`config.mk`:
```
export PLATFORM = sky130hd
export DESIGN_NAME = spi_xfer_master
export DESIGN_NICKNAME = d
export VERILOG_FILES = /design/src/rtl/spi_mode_pkg.sv /design/src/rtl/spi_tick_gen.sv /design/src/rtl/spi_phase_ctrl.sv /design/src/rtl/spi_shifter.sv /design/src/rtl/spi_xfer_master.sv
export SDC_FILE = /design/constraint.sdc
export NUM_CORES = 1
export LEC_CHECK = 0
export ABC_AREA = 1
export BUFFER_PORTS_ARGS = -buffer_cell sky130_fd_sc_hd__buf_2
export CAP_MARGIN = 15
export CORE_UTILIZATION = 53
export DETAILED_ROUTE_END_ITERATION = 8
export PLACE_DENSITY = 0.82
export SYNTH_ARGS = -nofsm -noshare
export SYNTH_HDL_FRONTEND = slang
export SYNTH_HIERARCHICAL = 1
export SYNTH_SLANG_ARGS = --single-unit
```
`constraint.sdc`:
```
create_clock -name clk -period 4.2 [get_ports clk]
set_clock_uncertainty 0.2 [all_clocks]
set_input_delay 0.63 -clock clk [delete_from_list [all_inputs] [get_ports clk]]
set_output_delay 0.63 -clock clk [all_outputs]
set_load 0.1 [all_outputs]
```
`src/rtl/spi_mode_pkg.sv`:
```
package spi_mode_pkg;

  typedef struct packed {
    logic pol;
    logic pha;
  } spi_mode_t;

  // Mode table: sampling edge is rising when polarity and phase agree.
  function automatic logic samples_on_rising(spi_mode_t m);
    return ~(m.pol ^ m.pha);
  endfunction

endpackage

```
`src/rtl/spi_tick_gen.sv`:
```
module spi_tick_gen #(
  parameter int DIV_W = 8
) (
  input  logic             clk,
  input  logic             rst_n,
  input  logic             run,
  input  logic [DIV_W-1:0] div,
  output logic             tick
);

  logic [DIV_W-1:0] cnt_q;

  assign tick = run && (cnt_q == div);

  always_ff @(posedge clk or negedge rst_n) begin
    if (!rst_n)      cnt_q <= '0;
    else if (!run)   cnt_q <= '0;
    else if (tick)   cnt_q <= '0;
    else             cnt_q <= cnt_q + 1'b1;
  end

  // the counter never passes the captured limit
  p_cnt_bound_r5: assert property (@(posedge clk) disable iff (!rst_n)
    run |-> (cnt_q <= div));

endmodule

```
`src/rtl/spi_phase_ctrl.sv`:
```
module spi_phase_ctrl
  import spi_mode_pkg::*;
#(
  parameter int DATA_W = 8
) (
  input  logic      clk,
  input  logic      rst_n,
  input  logic      start,
  input  logic      run,
  input  logic      tick,
  input  logic      pol_live,
  input  spi_mode_t mode,
  output logic      sclk_o,
  output logic      launch,
  output logic      sample,
  output logic      finish
);

  localparam int EDGES = 2 * DATA_W;
  localparam int CNT_W = $clog2(EDGES + 1);

  logic [CNT_W-1:0] edge_cnt_q;
  logic             sclk_q;
  logic             more, leading, last;

  assign more    = edge_cnt_q < CNT_W'(EDGES);
  assign leading = ~edge_cnt_q[0];
  assign last    = edge_cnt_q == CNT_W'(EDGES - 1);

  assign launch = tick && more && (mode.pha ? leading : (!leading && !last));
  assign sample = tick && more && (mode.pha ? !leading : leading);
  assign finish = tick && !more;
  assign sclk_o = run ? sclk_q : pol_live;

  always_ff @(posedge clk or negedge rst_n) begin
    if (!rst_n) begin
      sclk_q     <= 1'b0;
      edge_cnt_q <= '0;
    end else if (start) begin
      sclk_q     <= pol_live;
      edge_cnt_q <= '0;
    end else if (!run) begin
      sclk_q     <= pol_live;
    end else if (tick && more) begin
      sclk_q     <= ~sclk_q;
      edge_cnt_q <= edge_cnt_q + 1'b1;
    end
  end

  // after a sampling edge the clock level matches the mode table
  p_sample_dir_r3: assert property (@(posedge clk) disable iff (!rst_n)
    sample |=> (sclk_q == samples_on_rising(mode)));

  // the clock only moves on divider ticks
  p_hold_between_ticks_r5: assert property (@(posedge clk) disable iff (!rst_n)
    (run && !tick) |=> $stable(sclk_q));

  // the clock is back at its idle level when the transfer closes
  p_idle_at_end_r5: assert property (@(posedge clk) disable iff (!rst_n)
    finish |-> (sclk_q == mode.pol));

  p_edge_bound_r5: assert property (@(posedge clk) disable iff (!rst_n)
    edge_cnt_q <= CNT_W'(EDGES));

endmodule

```
`src/rtl/spi_shifter.sv`:
```
module spi_shifter #(
  parameter int DATA_W = 8
) (
  input  logic              clk,
  input  logic              rst_n,
  input  logic              load,
  input  logic              early,
  input  logic [DATA_W-1:0] load_data,
  input  logic              launch,
  input  logic              sample,
  input  logic              miso_i,
  output logic              mosi_o,
  output logic [DATA_W-1:0] shreg_o
);

  logic [DATA_W-1:0] sh_q;
  logic              mosi_q;

  assign mosi_o  = mosi_q;
  assign shreg_o = sh_q;

  always_ff @(posedge clk or negedge rst_n) begin
    if (!rst_n) begin
      sh_q   <= '0;
      mosi_q <= 1'b0;
    end else if (load) begin
      if (early) begin
        mosi_q <= load_data[DATA_W-1];
        sh_q   <= {load_data[DATA_W-2:0], 1'b0};
      end else begin
        mosi_q <= 1'b0;
        sh_q   <= load_data;
      end
    end else if (launch) begin
      mosi_q <= sh_q[DATA_W-1];
      sh_q   <= {sh_q[DATA_W-2:0], 1'b0};
    end else if (sample) begin
      sh_q   <= {sh_q[DATA_W-1:1], miso_i};
    end
  end

  // a bit is never launched and captured on the same edge
  p_shift_exclusive_r4: assert property (@(posedge clk) disable iff (!rst_n)
    !(launch && sample));

  // the output line holds between launch events
  p_mosi_hold_r3: assert property (@(posedge clk) disable iff (!rst_n)
    (!launch && !load) |=> $stable(mosi_q));

endmodule

```
`src/rtl/spi_xfer_master.sv`:
```
module spi_xfer_master
  import spi_mode_pkg::*;
#(
  parameter int DATA_W = 8,
  parameter int DIV_W  = 8
) (
  input  logic              clk,
  input  logic              rst_n,
  input  logic              pol_i,
  input  logic              pha_i,
  input  logic [DIV_W-1:0]  clk_div_i,
  input  logic              tx_valid_i,
  output logic              tx_ready_o,
  input  logic [DATA_W-1:0] tx_data_i,
  output logic              rx_valid_o,
  output logic [DATA_W-1:0] rx_data_o,
  output logic              sclk_o,
  output logic              mosi_o,
  input  logic              miso_i,
  output logic              csel_n_o
);

  logic             busy_q, csel_n_q, rx_valid_q;
  spi_mode_t        mode_q;
  logic [DIV_W-1:0] div_q;
  logic             accept, tick, launch, sample, finish;

  assign accept     = tx_valid_i && !busy_q;
  assign tx_ready_o = !busy_q;
  assign csel_n_o   = csel_n_q;
  assign rx_valid_o = rx_valid_q;

  always_ff @(posedge clk or negedge rst_n) begin
    if (!rst_n) begin
      busy_q     <= 1'b0;
      csel_n_q   <= 1'b1;
      rx_valid_q <= 1'b0;
      mode_q     <= '0;
      div_q      <= '0;
    end else begin
      rx_valid_q <= finish;
      if (accept) begin
        busy_q   <= 1'b1;
        csel_n_q <= 1'b0;
        mode_q   <= '{pol: pol_i, pha: pha_i};
        div_q    <= clk_div_i;
      end else if (finish) begin
        busy_q   <= 1'b0;
        csel_n_q <= 1'b1;
      end
    end
  end

  spi_tick_gen #(.DIV_W(DIV_W)) u_tick (
    .clk  (clk),
    .rst_n(rst_n),
    .run  (busy_q),
    .div  (div_q),
    .tick (tick)
  );

  spi_phase_ctrl #(.DATA_W(DATA_W)) u_phase (
    .clk     (clk),
    .rst_n   (rst_n),
    .start   (accept),
    .run     (busy_q),
    .tick    (tick),
    .pol_live(pol_i),
    .mode    (mode_q),
    .sclk_o  (sclk_o),
    .launch  (launch),
    .sample  (sample),
    .finish  (finish)
  );

  spi_shifter #(.DATA_W(DATA_W)) u_shift (
    .clk      (clk),
    .rst_n    (rst_n),
    .load     (accept),
    .early    (!pha_i),
    .load_data(tx_data_i),
    .launch   (launch),
    .sample   (sample),
    .miso_i   (miso_i),
    .mosi_o   (mosi_o),
    .shreg_o  (rx_data_o)
  );

  // select stays asserted while the stream port is closed
  p_busy_selects_r2: assert property (@(posedge clk) disable iff (!rst_n)
    !tx_ready_o |-> !csel_n_o);

  // completion strobe lasts one clock
  p_done_pulse_r7: assert property (@(posedge clk) disable iff (!rst_n)
    rx_valid_o |=> !rx_valid_o);

  // select release coincides with completion
  p_sel_release_r7: assert property (@(posedge clk) disable iff (!rst_n)
    $rose(csel_n_o) |-> rx_valid_o);

  // captured settings hold until the transfer closes
  p_mode_hold_r8: assert property (@(posedge clk) disable iff (!rst_n)
    (busy_q && !finish) |=> ($stable(mode_q) && $stable(div_q)));

  // with pha=0 the top bit is on the line once select asserts
  p_first_bit_r6: assert property (@(posedge clk) disable iff (!rst_n)
    (accept && !pha_i) |=> (mosi_o == $past(tx_data_i[DATA_W-1])));

endmodule

```
## After elaboration in Yosys (flattened, before gate mapping)

Index checks and enable logic that the tools add are counted.

| word-level totals | value |
|---|---|
| flip-flop bits (word level) | 35 |
| output and inout port bits | 13 |
| logic and storage cells | 57 |

| cells by class | value |
|---|---|
| $add $sub $neg | 2 |
| $lt $le $gt $ge | 1 |
| equality and inequality tests | 3 |
| mux-type cells | 22 |
| bitwise logic cells | 2 |
| reductions and logical operators | 16 |

Operators by type and width:

| operator | count |
|---|---|
| $mux W8 | 5 |
| $mux W5 | 3 |
| $mux W1 | 14 |
| $add A8 B1 Y8 const B | 1 |
| $eq A8 B8 Y1 | 1 |
| $reduce_bool A2 Y1 | 4 |
| $logic_and A1 B1 Y1 | 7 |
| $add A5 B1 Y5 const B | 1 |
| $eq A5 B4 Y1 const B | 1 |
| $lt A5 B5 Y1 const B | 1 |
| $logic_not A1 Y1 | 3 |
| $ne A3 B1 Y1 const B | 1 |
| $reduce_bool A3 Y1 | 1 |
| $not A1 Y1 | 2 |
| $reduce_and A2 Y1 | 1 |

## Logic depth before layout (Yosys ltp)

| logic depth | value |
|---|---|
| depth in word-level cells | 7 |
| mapped depth | 15 |
| depth with buffers taken out | 14 |

## By module

Netlist, hierarchy kept.

Modules (own cells, without submodules):

| module | instances | cells each | area an instance (µm²) |
|---|---|---|---|
| spi_shifter | 1 | 90 | 599.3 |
| spi_tick_gen | 1 | 71 | 514.2 |
| spi_xfer_master | 1 | 53 | 508.0 |
| spi_phase_ctrl | 1 | 54 | 389.1 |

## Worst setup path before layout

Ideal clock, no wire load.

| path | value |
|---|---|
| kind | reg-to-output |
| from | register busy_q |
| to | output port sclk_o |
| arrival time | 2.691 ns |
| data required time | 3.370 ns |
| path slack | 0.679 ns |
| cell stages (with the launch flop) | 3 |
| buffers on the path | 0 |
| path through | dfrtp_1 -> inv_1 -> o21ai_0 |

| between the ends | value |
|---|---|
| cells in the longest elaborated chain, start to end | 1 |

RTL lines:

| what | RTL line | source |
|---|---|---|
| start, declared | spi_xfer_master.sv:23 | `logic busy_q, csel_n_q, rx_valid_q;` |
| start signal, assigned | spi_xfer_master.sv:35 | `busy_q <= 1'b0;` |
| start signal, assigned | spi_xfer_master.sv:43 | `busy_q <= 1'b1;` |
| start signal, assigned | spi_xfer_master.sv:48 | `busy_q <= 1'b0;` |
| $mux W1 | spi_phase_ctrl.sv:33 | `assign sclk_o = run ? sclk_q : pol_live;` |
| end, declared | spi_xfer_master.sv:17 | `output logic sclk_o,` |

Every way passes these cells.

## Worst setup path after layout

| path | value |
|---|---|
| from | register u_tick.cnt_q[3] |
| to | register u_shift.sh_q[0] (netlist: u_shift/shreg_o[0]) |

| between the ends | value |
|---|---|
| cells in the longest elaborated chain, start to end | 6 |

RTL lines:

| what | RTL line | source |
|---|---|---|
| start, declared | spi_tick_gen.sv:11 | `logic [DIV_W-1:0] cnt_q;` |
| start signal, assigned | spi_tick_gen.sv:19 | `else cnt_q <= cnt_q + 1'b1;` |
| $eq A8 B8 Y1 (*) | spi_tick_gen.sv:13 | `assign tick = run && (cnt_q == div);` |
| $logic_and A1 B1 Y1 (*) | spi_tick_gen.sv:13 |  |
| via tick | spi_xfer_master.sv:26 | `logic accept, tick, launch, sample, finish;` |
| $logic_and A1 B1 Y1 (*) (2 in series) | spi_phase_ctrl.sv:30 | `assign launch = tick && more && (mode.pha ? leading : (!leading && !last));` |
| via launch | spi_xfer_master.sv:26 |  |
| $mux W8 | spi_shifter.sv:34 | `end else if (launch) begin` |
| $mux W8 | spi_shifter.sv:26 | `end else if (load) begin` |
| end signal, assigned | spi_shifter.sv:29 | `sh_q <= {load_data[DATA_W-2:0], 1'b0};` |
| end signal, assigned | spi_shifter.sv:36 | `sh_q <= {sh_q[DATA_W-2:0], 1'b0};` |
| end signal, assigned | spi_shifter.sv:38 | `sh_q <= {sh_q[DATA_W-1:1], miso_i};` |
| end, declared | spi_shifter.sv:16 | `logic [DATA_W-1:0] sh_q;` |

Mark *: on every way through the listed nets, which the timed path passes. The rest lies on a longest branch. The select of a mux whose other input is x is not followed.
A chain may end at the register's enable or synchronous reset.

==> impl_metrics.env <==
export IMPL_status="completed"
export IMPL_multi_input_area_um2=873.3
export IMPL_crit_path_end_kind="register"
export IMPL_crit_top_cell="nand2_1"
export IMPL_rr_endpoint="u_shift/shreg_o[0]$_DFFE_PN0P_"
export IMPL_path_max_fanout=11
export IMPL_critPathTopFamily="simple AND/OR/NAND/NOR gates"
export IMPL_die_w_um=63.02
export IMPL_fmax_mhz=375.7
export IMPL_r2r_start="u_tick/cnt_q[3]$_DFF_PN0_"
export IMPL_synth_cells=264
export IMPL_grt_pass1_wl_um=6824
export IMPL_worstPathCellList="xnor2_1, nand2_1, nor2_1, nand2_2, nor2_1, nand2_1, nor2_1, nor2_4, nand2_1, nand2_1, nand2_1, inv_1"
export IMPL_setup_tns_ps=0
export IMPL_fin_crit_ps=2662
export IMPL_num_rows=21
export IMPL_drt_met1_wl_um=1852
export IMPL_worst_pin_slew_ps=762.9
export IMPL_vias=1712
export IMPL_pin_count=35
export IMPL_cts_hold_buffers_added=0
export IMPL_rr_worst_depth=12
export IMPL_syn_avg_cell_area_um2=7.474
export IMPL_layout_worst_path_cycle_share_pct=63.38
export IMPL_rsz0062_at_grt="false"
export IMPL_h_tree_depth=2
export IMPL_final_layout_size_suffix_gt1_share_pct=20.13
export IMPL_portBuffers=34
export IMPL_cts_tree="yes"
export IMPL_ir_worst_vdd_uv=386.7
export IMPL_worstPathRequired_ps=4190
export IMPL_gp_congestion=0.8464
export IMPL_drt_pass1_iterations=4
export IMPL_initial_utilization_pct=57.32
export IMPL_drt_total_wl_um=4020
export IMPL_coreArea_um2=3442
export IMPL_cts_resized=0
export IMPL_avgRoutedWirePerCell_um=11.69
export IMPL_wl_met2_um=1908
export IMPL_dr_max_layer_used="met4"
export IMPL_hold_class="in -> async"
export IMPL_max_slew_margin_rel_pct=49.14
export IMPL_cts_buffer_depth=2
export IMPL_cts_sinks=35
export IMPL_power_leakage_nw=1.241
export IMPL_routed_via_density=4.977
export IMPL_cts_root_buffer="clkbuf_8"
export IMPL_cts_setup_buffers=0
export IMPL_finalNetCount=322
export IMPL_fillers=298
export IMPL_grt_overflow_total=0
export IMPL_fp_dieArea_um2=3971
export IMPL_critPathBufInv=1
export IMPL_seq_area_um2=877.1
export IMPL_crit_arrival_ps=2650
export IMPL_hold_violations=0
export IMPL_dr_wl_met3_um=193
export IMPL_rrSetupSlack_ps=1540
export IMPL_worst_slack_ps=1538
export IMPL_path_clk_slew_ps=70
export IMPL_place_ws_ps=1552
export IMPL_ant_nets=0
export IMPL_final_util_pct=65.14
export IMPL_yosys_warnings=6
export IMPL_powerDensity_nw_per_um2=806.0
export IMPL_cp_slowest_cell="nor2_1"
export IMPL_cts_made_buffers=5
export IMPL_hpwl_um=2789
export IMPL_grt_usage_pct=22.53
export IMPL_finalSetupViolCount=0
export IMPL_cpPeakStageDelay_ps=540
export IMPL_startpoint_type="register"
export IMPL_critPathKind="reg -> reg"
export IMPL_diodes=0
export IMPL_drt_initial_drc_count=164
export IMPL_synth_nets=289
export IMPL_route_detailed_drc=0
export IMPL_antenna_found_initial=0
export IMPL_netlist_area_um2=1973
export IMPL_grt_max_degree=36
export IMPL_clock_latency_ps=280
export IMPL_die_h_um=63.02
export IMPL_cap_violations=0
export IMPL_grt_pass1_vias=1558
export IMPL_syn2layout_area_growth_pct=13.63
export IMPL_final_max_slew_viol_count=0
[cells in the final DEF (no fill, tap or decap), drive strengths merged]
master,n
nor3,3
nand3,40
dfrtp,34
buf,34
clkbuf,6
xnor2,4
bufinv,1
nand2,92
a21oi,3
o21ai,5
dfstp,1
inv,39
nor2,28
ha,3
clkinv,1
xor2,4
[worst max-delay path by stage]
stage,end,cells after the start,from
detailed placement,u_shift/shreg_o[0]$_DFFE_PN0P_,12,u_tick/cnt_q[3]$_DFF_PN0_
global route,u_shift/shreg_o[0]$_DFFE_PN0P_,12,u_tick/cnt_q[3]$_DFF_PN0_
finish,u_shift/shreg_o[0]$_DFFE_PN0P_,12,u_tick/cnt_q[3]$_DFF_PN0_
floorplan,sclk_o,2,busy_q$_DFFE_PN0P_
global placement,u_shift/shreg_o[0]$_DFFE_PN0P_,12,u_tick/cnt_q[0]$_DFF_PN0_
CTS,u_shift/shreg_o[0]$_DFFE_PN0P_,12,u_tick/cnt_q[3]$_DFF_PN0_
[metal layers]
metal | up-vias | track usage (%)
met3 | 4 | 4.745
li1 | 871 | -
met1 | 790 | 28.37
met2 | 47 | 36.16
met5 | - | 0
met4 | 0 | 11.63
[power by group]
group / switching [mW] / internal, mW / leakage, nW / total [mW]
clock: 0.121 / 0.192 / 0.0612 / 0.313
sequential: 0.122 / 0.476 / 0.431 / 0.598
combinational: 0.687 / 0.209 / 0.749 / 0.896
[per-stage QoR]
step	hold WS, ps	area, um^2	power [mW]	cells
after floorplan	134.4	1973	1.343	264
after CTS	233.8	2242	1.813	344
after global placement	259.7	2125	1.473	336
final	211.6	2242	1.807	344
after global routing	276.5	2242	1.920	344
after detailed placement	271.7	2125	1.496	336
[registers in the layout, summed over array words and instances, names as in the netlist]
name	flops
mode_q	1
u_shift/shreg_o	8
u_phase/sclk_q	1
div_q	8
u_phase/edge_cnt_q	5
rx_valid_o	1
busy_q	1
u_tick/cnt_q	8
u_shift/mosi_o	1
csel_n_o	1
[area by class of cell]
class	instances	share of cell area, %
clock buffers	6	3.683
well taps	46	2.567
multi-input cells	182	38.95
flip-flops and latches	35	39.12
inverters	39	6.529
clock inverters	2	1.563
repair buffers	34	7.589
No activity file was read; power rests on OpenSTA's default activity.
